===== src/rtl/rstctl_pkg.sv =====
package rstctl_pkg;

  typedef enum logic [1:0] {
    ACC_NONE  = 2'd0,
    ACC_READ  = 2'd1,
    ACC_WRITE = 2'd2
  } acc_kind_t;

endpackage


===== src/rtl/rstctl_decode.sv =====
module rstctl_decode
  import rstctl_pkg::*;
#(
  parameter int                ADDR_W   = 16,
  parameter logic [ADDR_W-1:0] REG_ADDR = 16'h0CF9
) (
  input  logic [ADDR_W-1:0] io_addr,
  input  logic              io_wr,
  input  logic              io_rd,
  output logic              addr_hit,
  output acc_kind_t         acc
);

  always_comb begin
    addr_hit = (io_addr == REG_ADDR);
    acc      = ACC_NONE;
    if (addr_hit) begin
      if (io_wr)      acc = ACC_WRITE;
      else if (io_rd) acc = ACC_READ;
    end
  end

endmodule


===== src/rtl/rstctl_core.sv =====
module rstctl_core
  import rstctl_pkg::*;
#(
  parameter int DATA_W   = 8,
  parameter int TRIG_BIT = 2,
  parameter int TYPE_BIT = 1
) (
  input  logic              clk,
  input  logic              rst,
  input  acc_kind_t         acc,
  input  logic [DATA_W-1:0] wdata,
  output logic [DATA_W-1:0] store_q,
  output logic              req_q
);

  localparam logic [DATA_W-1:0] KEEP_MASK = DATA_W'(1) << TYPE_BIT;

  logic is_write;
  logic is_trig;

  always_comb begin
    is_write = (acc == ACC_WRITE);
    is_trig  = is_write && wdata[TRIG_BIT];
  end

  always_ff @(posedge clk) begin
    if (rst) begin
      store_q <= '0;
      req_q   <= 1'b0;
    end else begin
      req_q <= is_trig;
      if (is_write && !wdata[TRIG_BIT])
        store_q <= wdata & KEEP_MASK;
    end
  end


  req_src_chk: assert property (@(posedge clk) disable iff (rst)
    req_q |-> $past(acc == ACC_WRITE && wdata[TRIG_BIT]));


  trig_hold_chk: assert property (@(posedge clk) disable iff (rst)
    (acc == ACC_WRITE && wdata[TRIG_BIT]) |=> $stable(store_q));


  plain_store_chk: assert property (@(posedge clk) disable iff (rst)
    (acc == ACC_WRITE && !wdata[TRIG_BIT]) |=> (store_q == ($past(wdata) & KEEP_MASK)));

endmodule


===== src/rtl/sys_reset_ctl.sv =====
module sys_reset_ctl
  import rstctl_pkg::*;
#(
  parameter int                ADDR_W   = 16,
  parameter int                DATA_W   = 8,
  parameter logic [ADDR_W-1:0] REG_ADDR = 16'h0CF9,
  parameter int                TRIG_BIT = 2,
  parameter int                TYPE_BIT = 1
) (
  input  logic              clk,
  input  logic              rst,
  input  logic [ADDR_W-1:0] io_addr,
  input  logic              io_wr,
  input  logic              io_rd,
  input  logic [DATA_W-1:0] io_wdata,
  output logic [DATA_W-1:0] io_rdata,
  output logic              io_ack,
  output logic              sys_rst_req
);

  acc_kind_t         acc;
  logic              addr_hit;
  logic [DATA_W-1:0] store_q;
  logic              req_q;
  logic              ack_q;
  logic [DATA_W-1:0] rdata_q;

  rstctl_decode #(
    .ADDR_W  (ADDR_W),
    .REG_ADDR(REG_ADDR)
  ) decode_i (
    .io_addr (io_addr),
    .io_wr   (io_wr),
    .io_rd   (io_rd),
    .addr_hit(addr_hit),
    .acc     (acc)
  );

  rstctl_core #(
    .DATA_W  (DATA_W),
    .TRIG_BIT(TRIG_BIT),
    .TYPE_BIT(TYPE_BIT)
  ) core_i (
    .clk    (clk),
    .rst    (rst),
    .acc    (acc),
    .wdata  (io_wdata),
    .store_q(store_q),
    .req_q  (req_q)
  );

  always_ff @(posedge clk) begin
    if (rst) begin
      ack_q   <= 1'b0;
      rdata_q <= '0;
    end else begin
      ack_q   <= (acc != ACC_NONE);
      rdata_q <= (acc == ACC_READ) ? store_q : '0;
    end
  end

  assign io_ack      = ack_q;
  assign io_rdata    = rdata_q;
  assign sys_rst_req = req_q;


  miss_quiet_chk: assert property (@(posedge clk) disable iff (rst)
    ((io_wr || io_rd) && !addr_hit) |=> (!io_ack && !sys_rst_req && io_rdata == '0));


  ack_src_chk: assert property (@(posedge clk) disable iff (rst)
    io_ack |-> $past(addr_hit && (io_wr || io_rd)));


  rdata_idle_chk: assert property (@(posedge clk) disable iff (rst)
    !io_ack |-> (io_rdata == '0));


  req_has_ack_chk: assert property (@(posedge clk) disable iff (rst)
    sys_rst_req |-> io_ack);

endmodule


===== config.mk =====
export PLATFORM = sky130hd
export DESIGN_NAME = sys_reset_ctl
export DESIGN_NICKNAME = d
export VERILOG_FILES = /design/src/rtl/rstctl_pkg.sv /design/src/rtl/rstctl_decode.sv /design/src/rtl/rstctl_core.sv /design/src/rtl/sys_reset_ctl.sv
export SDC_FILE = /design/constraint.sdc
export NUM_CORES = 1
export LEC_CHECK = 0
export ABC_AREA = 0
export BUFFER_PORTS_ARGS = -buffer_cell sky130_fd_sc_hd__buf_2
export CORE_UTILIZATION = 38
export CTS_CLUSTER_DIAMETER = 40
export CTS_CLUSTER_SIZE = 10
export DETAILED_ROUTE_END_ITERATION = 10
export PLACE_DENSITY = 0.88
export SLEW_MARGIN = 20
export SYNTH_ARGS = -nofsm -noshare
export SYNTH_HDL_FRONTEND = slang
export SYNTH_HIERARCHICAL = 1
export SYNTH_SLANG_ARGS = --single-unit

===== constraint.sdc =====
create_clock -name clk -period 1.7 [get_ports clk]
set_input_delay 0.085 -clock clk [delete_from_list [all_inputs] [get_ports clk]]
set_output_delay 0.085 -clock clk [all_outputs]
set_load 0.02 [all_outputs]

==> results of run 1 <==
==> layout make-up <==
cell class | instances | area, um^2
flip-flops and latches | 11 | 220.2
clock buffers | 4 | 26.28
repair buffers | 33 | 170.2
well taps | 14 | 17.52
fillers | 98 | 475.5
multi-input cells | 28 | 261.5
==> stage by stage <==
stage                     hold WS, ns  power [uW]  utilization (%)  setup slack [ns]  std cells
after floorplan                0.2397       285.3                -            0.2890         46
final                         0.08535       473.1            59.40            0.4121         90
after detailed placement       0.3766       300.8            57.16            0.1092         86
after global routing           0.1011       496.4            59.40            0.3764         90
after global placement         0.3557       298.8            57.16            0.1709         86
after CTS                     0.09074       476.3            59.40            0.3983         90
==> cells in the mapped netlist <==
cell / number
and2_2: 1
and3b_1: 1
and4bb_2: 9
buf_4: 7
conb_1: 1
dfxtp_1: 11
mux2i_1: 1
nand2b_1: 2
nand4b_1: 2
nand4bb_1: 1
nor3b_2: 1
nor4_4: 1
o21ba_2: 1
or4_4: 1
==> sequential cells by signal, summed over array words and instances (netlist names) <==
| name | count |
|---|---|
| core_i/store_q | 1 |
| io_ack | 1 |
| core_i/req_q | 1 |
| io_rdata | 8 |
==> cell families (layout without fill, tap and decap cells) <==
kind of cell	Yosys count	in the layout	share of synthesized area, %
other	1	7	0.7328
AO/OA/AOI/OAI	1	1	1.956
multiplexers	1	1	1.956
AND/OR/NAND/NOR	19	19	42.05
buffers and inverters	7	37	10.27
flip-flops	11	11	43.03
==> power by group through the flow <==
stage          combinational, uW  sequential (uW)  clock [uW]
2_1_floorplan               21.8              263           0
3_3_place_gp                35.3              263           0
3_5_place_dp                37.3              263           0
4_1_cts                     37.4              257         182
5_1_grt                     41.6              257         197
6_report                    37.4              257         178
==> final timing paths <==
kind / slack [ns] / to / depth (start not counted) / from
worst max register to register: 1.08 / io_rdata[1] / 1 / core_i/store_q[1]
worst min-delay path: 0.09 / core_i/store_q[1] / 3 / io_wdata[1]
worst max-delay path: 0.41 / core_i/req_q / 5 / io_addr[12]
worst min register to register: 0.49 / core_i/store_q[1] / 2 / core_i/store_q[1]
==> per-layer routing <==
layer / GRT usage (%) / up-vias / routed length (um)
met2: 25.42 / 30 / 476
met3: 5.202 / 2 / 98
met5: 0 / - / 0
met4: 10.34 / 0 / 19
met1: 15.57 / 182 / 375
li1: - / 209 / -
==> worst max-delay path: stages <==
cell      delay, ns
buf_2          0.10
or4_4          0.54
nor4_4         0.15
and3b_1        0.34
and4bb_2       0.25
==> impl_metrics.csv, run 1 <==
group,metric,value,unit
power,p_clk_share,37.7,%
setup_path,start_kind,"input port",
setup_path,arrival,1.45,ns
place,io_buffers,31,
yosys,synth_area_leader_cell,"dfxtp_1",
cts,ctsHoldBuffers,0,
power,switchingPower,101.1,uW
yosys,yosysSeqAreaShare,43.03,%
global_route,grtUsageTotal,15.16,%
cts,cts_made_buffers,3,
timing,rsz0062_at_grt,"no",
yosys,synth_cells,40,
cts,cts_tree,"built",
power,pwr-share-seq,54.4,%
yosys,synth.distinct_cells,14,
route,post_drt_via_cell_ratio,4.700,
die,die-area,1497,um^2
route,drt_iter0_markers,3,
setup_path,cp.required,1.87,ns
die,die_y,38.70,um
die,die_w,38.70,um
global_route,grt_pass1_wl,1.469,mm
route,firstDrtPassIters,2,
cts,ctsResizeCount,0,
setup_path,path_class,"in -> reg",
global_route,antenna_found_initial,0,
place,place_congestion,0.6959,
cts,clk_pin_slew,0.07,ns
power,power_frac_comb,7.9,%
cts,post_cts_buffers,0,
global_route,grt_pass1_vias,373,
yosys,yosys_warnings,6,
die,ios,38,
worst_hold_path,hold_path.class,"in -> reg",
yosys,synth_area_per_cell,12.79,um^2
cts,clock_path_buffers,2,
layout,syn2layout_area_growth,35.94,%
setup_path,endpoint_kind,"flip-flop",
yosys,synth_area,511.7,um^2
timing,post-route-period-util,75.76,%
global_route,grt_max_degree,13,
power,p_sw_share,21.36,%
timing,layout_min_cycle_time,1.288,ns
layout,layout_common_cells,"buf_2 (31), dfxtp_1 (11), and4bb_2 (9), conb_1 (7), clkbuf_4 (3)",
timing,hold_violations,0,
layout,antennaDiodeCount,0,
cts,numClockSinks,11,
route,vias,423,
yosys,synthTopCellsByArea,"dfxtp_1 (43%), and4bb_2 (22%), buf_4 (10%)",
die,start_util,43.70,%
route,wl,970,um
layout,nets,105,
die,core-area,1171,um^2
power,max-vdd-ir-drop,0.0004357,V
cts,clock_latency,0.27,ns
layout,final_cell_area,695.7,um^2
cts,h-tree-depth,1,
setup_path,crit_fanout,7,
route,remaining_drc_errors,0,
route,postRouteAntennaNets,0,
power,leakage,0.0003531,uW
yosys,yosys.area.top_type_share,43.03,%
timing,maxSlewViolCount,0,
global_route,grt-ovfl-total,0,
power,internal_power,372.0,uW
cts,clockRootBuffer,"clkbuf_4",
timing,fmax,776.5,MHz
power,powerDensity,680.0,nW/um^2
die,num_rows,12,
timing,setup_viol,0,
layout,drive_gt1_share,65.79,%
run_status,status,"finished, final reports clean",
route,post_drt_wl_per_cell,10.78,um
place,dpl_cell_area,669.4,um^2
timing,clock_skew,0.003230,ns
timing,setup-tns-final,0,ns
flow_run,drv_cap,0,
yosys,synth_seq_cells,11,
layout,final_common_cell,"buf_2",
No activity file was read; power rests on OpenSTA's default activity.
==> inputs of run 2 (changes only) <==
CORE_UTILIZATION = 35   (was 38)
PLACE_DENSITY = 0.86   (was 0.88)
clock period = 1.1 ns   (was 1.7 ns; I/O delays follow)
==> impl_metrics.csv, run 2 (synthesis gave the netlist of run 1 again) <==
group,metric,value,unit
route,post_drt_wl_per_cell,10.63,um
run_status,violations,"setup timing",
die,ios,38,
place,io_buffers,31,
route,post_drt_via_cell_ratio,4.543,
worst_hold_path,hold_start,"io_wdata[1]",
worst_hold_path,hold_depth,3,
global_route,grt-ovfl-total,0,
cts,clockRootBuffer,"clkbuf_4",
timing,hold_slack,0.06626,ns
power,max-vdd-ir-drop,0.0003970,V
timing,layout_min_cycle_time,1.218,ns
timing,fin_ws,-0.1181,ns
power,p_sw_share,20.97,%
place,place_inst,89,
global_route,grt_max_degree,13,
die,start_util,38.37,%
layout,syn2layout_area_growth,42.30,%
layout,antennaDiodeCount,0,
worst_hold_path,hold_path.class,"in -> reg",
setup_path,endpoint_kind,"flip-flop",
power,p_clk_share,37.3,%
layout,final_common_cell,"buf_2",
timing,maxSlewViolCount,0,
timing,fmax,821.0,MHz
layout,nets,108,
route,drt_iter0_markers,1,
route,postRouteAntennaNets,0,
die,num_rows,13,
timing,setup-tns-final,-0.2328,ns
setup_path,path_cells,"buf_6 > or4_4 > nor4_4 > and2_4 > nor3b_2 > mux2i_1",
route,wl,999,um
setup_path,cp.required,1.29,ns
setup_path,crit_fanout,4,
die,die_w,40.24,um
power,powerDensity,1002,nW/um^2
setup_path,timing.rr.end,"io_rdata[1]",
setup_path,r2r_setup_slack,0.46,ns
timing,hold_violations,0,
cts,numClockSinks,11,
global_route,grt_pass1_wl,1.428,mm
layout,drive_gt1_share,68.35,%
global_route,grtUsageTotal,13.96,%
place,dpl_cell_area,688.2,um^2
setup_path,path_class,"in -> reg",
power,pwr-share-seq,54.5,%
setup_path,start_kind,"input port",
place,dp_hpwl,833.3,um
timing,setup_viol,4,
power,internal_power,576.6,uW
die,core-area,1334,um^2
cts,clock_path_buffers,2,
setup_path,r2r-start,"core_i/store_q[1]",
layout,final_cells,94,
global_route,grt_pass1_vias,371,
cts,cts_tree,"built",
power,power_frac_comb,8.1,%
cts,clock_latency,0.26,ns
setup_path,arrival,1.41,ns
cts,h-tree-depth,1,
route,remaining_drc_errors,0,
run_status,status,"finished, violations left",
timing,rsz0062_at_grt,"yes",
timing,clock_skew,0.0002273,ns
layout,seq_area,220.2,um^2
route,firstDrtPassIters,4,
setup_path,reg2reg_depth,1,
setup_path,crit_slowest_cell,"or4_4",
place,place_congestion,0.7370,
die,die-area,1619,um^2
worst_hold_path,holdPathEnd,"core_i/store_q[1]",
cts,clk_pin_slew,0.07,ns
power,switchingPower,153.0,uW
layout,nFillCells,128,
global_route,antenna_found_initial,0,
cts,cts_made_buffers,3,
timing,post-route-period-util,110.7,%
layout,layout_common_cells,"buf_2 (30), dfxtp_1 (11), and4bb_2 (9), conb_1 (7), buf_4 (5)",
power,leakage,0.0003716,uW
die,die_y,40.24,um
layout,final_cell_area,728.2,um^2
layout,multiInputGateArea,264.0,um^2
route,vias,427,
flow_run,drv_cap,0,
layout,largest_reg_flops,8,
setup_path,max_stage_delay,0.53,ns
cts,ctsHoldBuffers,0,
setup_path,critPathLaunch,"io_addr[12]",
-- run 2: cell types whose count changed in the layout (fill, tap and decap cells not counted) --
cell / previous run / this run
and3b_1: 1 / 0
and2_2: 1 / 0
buf_2: 31 / 30
buf_6: 0 / 1
and3b_2: 0 / 1
and2_4: 0 / 1
buf_4: 2 / 5
-- run 2: what timing repair did --
action                                  4_1_cts  5_1_grt
buffers inserted                              0        1
endpoints found under the setup margin        4        4
gates cloned                                  0        0
endpoints found under the hold margin         0        0
pin swaps                                     3        2
gates resized for setup                       1        0
-- run 2: final cells by class --
| cell class | instances | area share (%) |
|---|---|---|
| clock buffer | 4 | 3.608 |
| timing repair buffer | 36 | 27.32 |
| sequential | 11 | 30.24 |
| tap | 15 | 2.577 |
| multi-input combinational | 28 | 36.25 |
-- run 2: worst max-delay path, delay by kind of cell --
kind | cells | cell delay, ns
simple gates | 4 | 1.05
buf+inv | 1 | 0.09
mux | 1 | 0.21
-- run 2: power groups by stage --
stage | clock [uW] | sequential [uW] | combinational [uW]
2_1_floorplan | 0 | 407 | 33.7
3_3_place_gp | 0 | 407 | 55.6
3_5_place_dp | 0 | 407 | 57.2
4_1_cts | 286 | 398 | 59.4
5_1_grt | 307 | 398 | 66.8
6_report | 272 | 398 | 59.4
-- run 2: worst max-delay path by stage --
| stage | to | slack [ns] | cells past startpoint |
|---|---|---|---|
| final | core_i/store_q[1] | -0.12 | 6 |
| after global routing | core_i/store_q[1] | -0.16 | 6 |
| after CTS | core_i/store_q[1] | -0.11 | 6 |
| after detailed placement | core_i/store_q[1] | -0.41 | 6 |
| after global placement | core_i/store_q[1] | -0.33 | 6 |
| after floorplan | core_i/req_q | -0.24 | 4 |
-- run 2: metal layers --
| metal | GRT usage (%) | share of wire, % | vias to the layer above |
|---|---|---|---|
| met1 | 13.58 | 37 | 182 |
| met3 | 1.667 | 8.9 | 0 |
| li1 | - | - | 218 |
| met4 | 7.500 | 0 | 0 |
| met2 | 27.82 | 54 | 27 |
| met5 | 0 | 0 | - |
-- run 2: stage by stage --
stage / utilization [%] / power, uW / setup slack [ns]
detailed placement: 51.59 / 464.3 / -0.4096
finish: 54.60 / 729.6 / -0.1181
CTS: 54.03 / 742.8 / -0.1102
global route: 54.60 / 771.5 / -0.1565
global placement: 51.59 / 462.8 / -0.3311
floorplan: - / 440.8 / -0.2448
==> inputs of run 3 (changes only) <==
ABC_CLOCK_PERIOD_IN_PS = 1100   (was not set)
CORE_AREA = 2 2 39 41   (was not set)
CORE_UTILIZATION = not set   (was 35)
DIE_AREA = 0 0 41 43   (was not set)
PLACE_DENSITY = 0.72   (was 0.86)
SYNTH_HIERARCHICAL = not set   (was 1)
==> impl_metrics.csv, run 3 <==
group,metric,value,unit
run_status,status,"finished, final reports clean",
yosys,synth_seq_cells,4,
layout,final_common_cell,"buf_2",
setup_path,endpoint_kind,"flip-flop",
die,ios,38,
cts,numClockSinks,4,
power,internal_power,301.8,uW
yosys,synth-async-reset-ratio,0,%
timing,setup-tns-final,0,ns
yosys,yosys.area.top_type_share,29.22,%
power,powerDensity,995.1,nW/um^2
global_route,grt_max_degree,5,
cts,cts_tree,"built",
power,pwr-share-seq,36.0,%
timing,hold_violations,0,
route,drt_iter0_markers,1,
power,finalPower,404.7,uW
cts,h-tree-depth,1,
layout,nFillCells,146,
yosys,yosysMostFrequentCell,"buf_4",
layout,final_cells,69,
power,switchingPower,102.9,uW
yosys,synth_edf_count,0,
cts,cts_made_buffers,3,
timing,layout_min_cycle_time,0.7781,ns
yosys,synthTopCellsByArea,"dfxtp_1 (29%), buf_4 (19%), nor4b_4 (8.7%)",
die,die_y,43,um
layout,syn2layout_area_growth,48.40,%
cts,clk_pin_slew,0.04,ns
place,place_inst,66,
die,die-area,1763,um^2
route,post_drt_wl_per_cell,7.913,um
worst_hold_path,hold_path.class,"in -> reg",
setup_path,start_kind,"input port",
route,firstDrtPassIters,4,
global_route,antenna_found_initial,0,
global_route,grtUsageTotal,7.000,%
power,p_clk_share,45.6,%
cts,clock_latency,0.24,ns
yosys,synth_area_leader_cell,"dfxtp_1",
layout,antennaDiodeCount,0,
die,num_rows,14,
setup_path,cp.required,1.22,ns
timing,fmax,1285,MHz
timing,fin_ws,0.3219,ns
setup_path,crit_slowest_cell,"nor4b_2",
yosys,yosys_warnings,0,
cts,clock_path_buffers,2,
route,wl,546,um
die,start_util,19.80,%
setup_path,max_stage_delay,0.28,ns
timing,clock_skew,0.00002076,ns
yosys,synth.distinct_cells,18,
setup_path,path_class,"in -> reg",
yosys,synth_cells,27,
die,core-area,1384,um^2
route,vias,275,
flow_run,drv_cap,0,
setup_path,path_cells,"buf_2 > nor4b_2 > nand4_2 > o21ai_1 > o41ai_2",
global_route,grt_pass1_wl,786,um
layout,drive_gt1_share,58.49,%
global_route,grt_pass1_vias,220,
cts,ctsResizeCount,0,
power,p_sw_share,25.43,%
setup_path,crit_fanout,4,
global_route,grt-ovfl-total,0,
timing,maxSlewViolCount,0,
setup_path,arrival,0.90,ns
timing,post-route-period-util,70.73,%
yosys,ys_top_cells_by_count,"buf_4 (7), dfxtp_1 (4)",
place,io_buffers,24,
cts,post_cts_buffers,0,
route,post_drt_via_cell_ratio,3.986,
layout,nets,83,
route,remaining_drc_errors,0,
power,max-vdd-ir-drop,0.0001925,V
cts,ctsHoldBuffers,0,
place,dp_slack,0.06307,ns
die,die_w,41,um
yosys,synth_area_per_cell,10.15,um^2
power,power_frac_comb,18.4,%
yosys,yosysSeqAreaShare,29.22,%
route,postRouteAntennaNets,0,
place,place_congestion,0.6177,
yosys,synth_ff_type,"dfxtp_1",
layout,layout_common_cells,"buf_2 (24), conb_1 (7), dfxtp_1 (4), clkbuf_4 (3)",
timing,setup_viol,0,
timing,rsz0062_at_grt,"no",
yosys,synth_area,274.0,um^2
power,leakage,0.0002269,uW
cts,clockRootBuffer,"clkbuf_4",
run 3: cell families after synthesis:
kind of cell / after synthesis / share of synthesized area [%]
AOI/OAI and AO/OA: 3 / 10.50
buffers and inverters: 8 / 20.55
DFF: 4 / 29.22
other: 1 / 1.369
and+or+nand+nor: 11 / 38.36
run 3: critical path, delay by kind of cell:
kind,cells,cell delay (ns)
and+or+nand+nor,2,0.46
buffers and inverters,1,0.10
AOI/OAI and AO/OA,2,0.27
run 3: per-layer routing:
metal / track usage (%) / up-vias / part of all wire (%)
met4: 8.000 / 0 / 0
met2: 9.688 / 30 / 42
li1: - / 135 / -
met5: 0 / - / 0
met3: 3.665 / 0 / 26
met1: 6.349 / 110 / 32
run 3: worst paths after layout:
path | from | endpoint | slack [ns] | cells past startpoint
setup / recovery | io_addr[14] | core_i.store_q[1] | 0.32 | 5
hold reg to reg | core_i.store_q[1] | io_rdata[1] | 0.44 | 2
hold / removal | io_wr | io_rdata[1] | 0.02 | 2
setup reg to reg | core_i.store_q[1] | core_i.store_q[1] | 0.39 | 3
run 3: metrics by stage:
| stage | hold slack [ns] | area [um^2] | utilization, % |
|---|---|---|---|
| 2_1_floorplan | 0.1305 | 296.5 | - |
| 3_3_place_gp | 0.2660 | 384.1 | 27.76 |
| 3_5_place_dp | 0.2678 | 384.1 | 27.76 |
| 4_1_cts | 0.01354 | 406.6 | 29.39 |
| 5_1_grt | 0.02794 | 406.6 | 29.39 |
| 6_report | 0.02408 | 406.6 | 29.39 |
run 3: power groups by stage:
stage | logic, uW | clock network, uW | registers, uW
floorplan | 51.1 | 0 | 148
global placement | 74.2 | 0 | 148
detailed placement | 74.6 | 0 | 148
CTS | 74.7 | 196 | 146
global route | 81.0 | 208 | 145
finish | 74.4 | 184 | 146
run 3: cell type report:
class / count / area, um^2 / area share [%]
Clock buffer: 3 / 22.52 / 5.538
Timing Repair Buffer: 24 / 120.1 / 29.54
Multi-Input combinational cell: 21 / 160.2 / 39.38
Inverter: 1 / 3.754 / 0.9231
Tap cell: 16 / 20.02 / 4.923
Sequential cell: 4 / 80.08 / 19.69
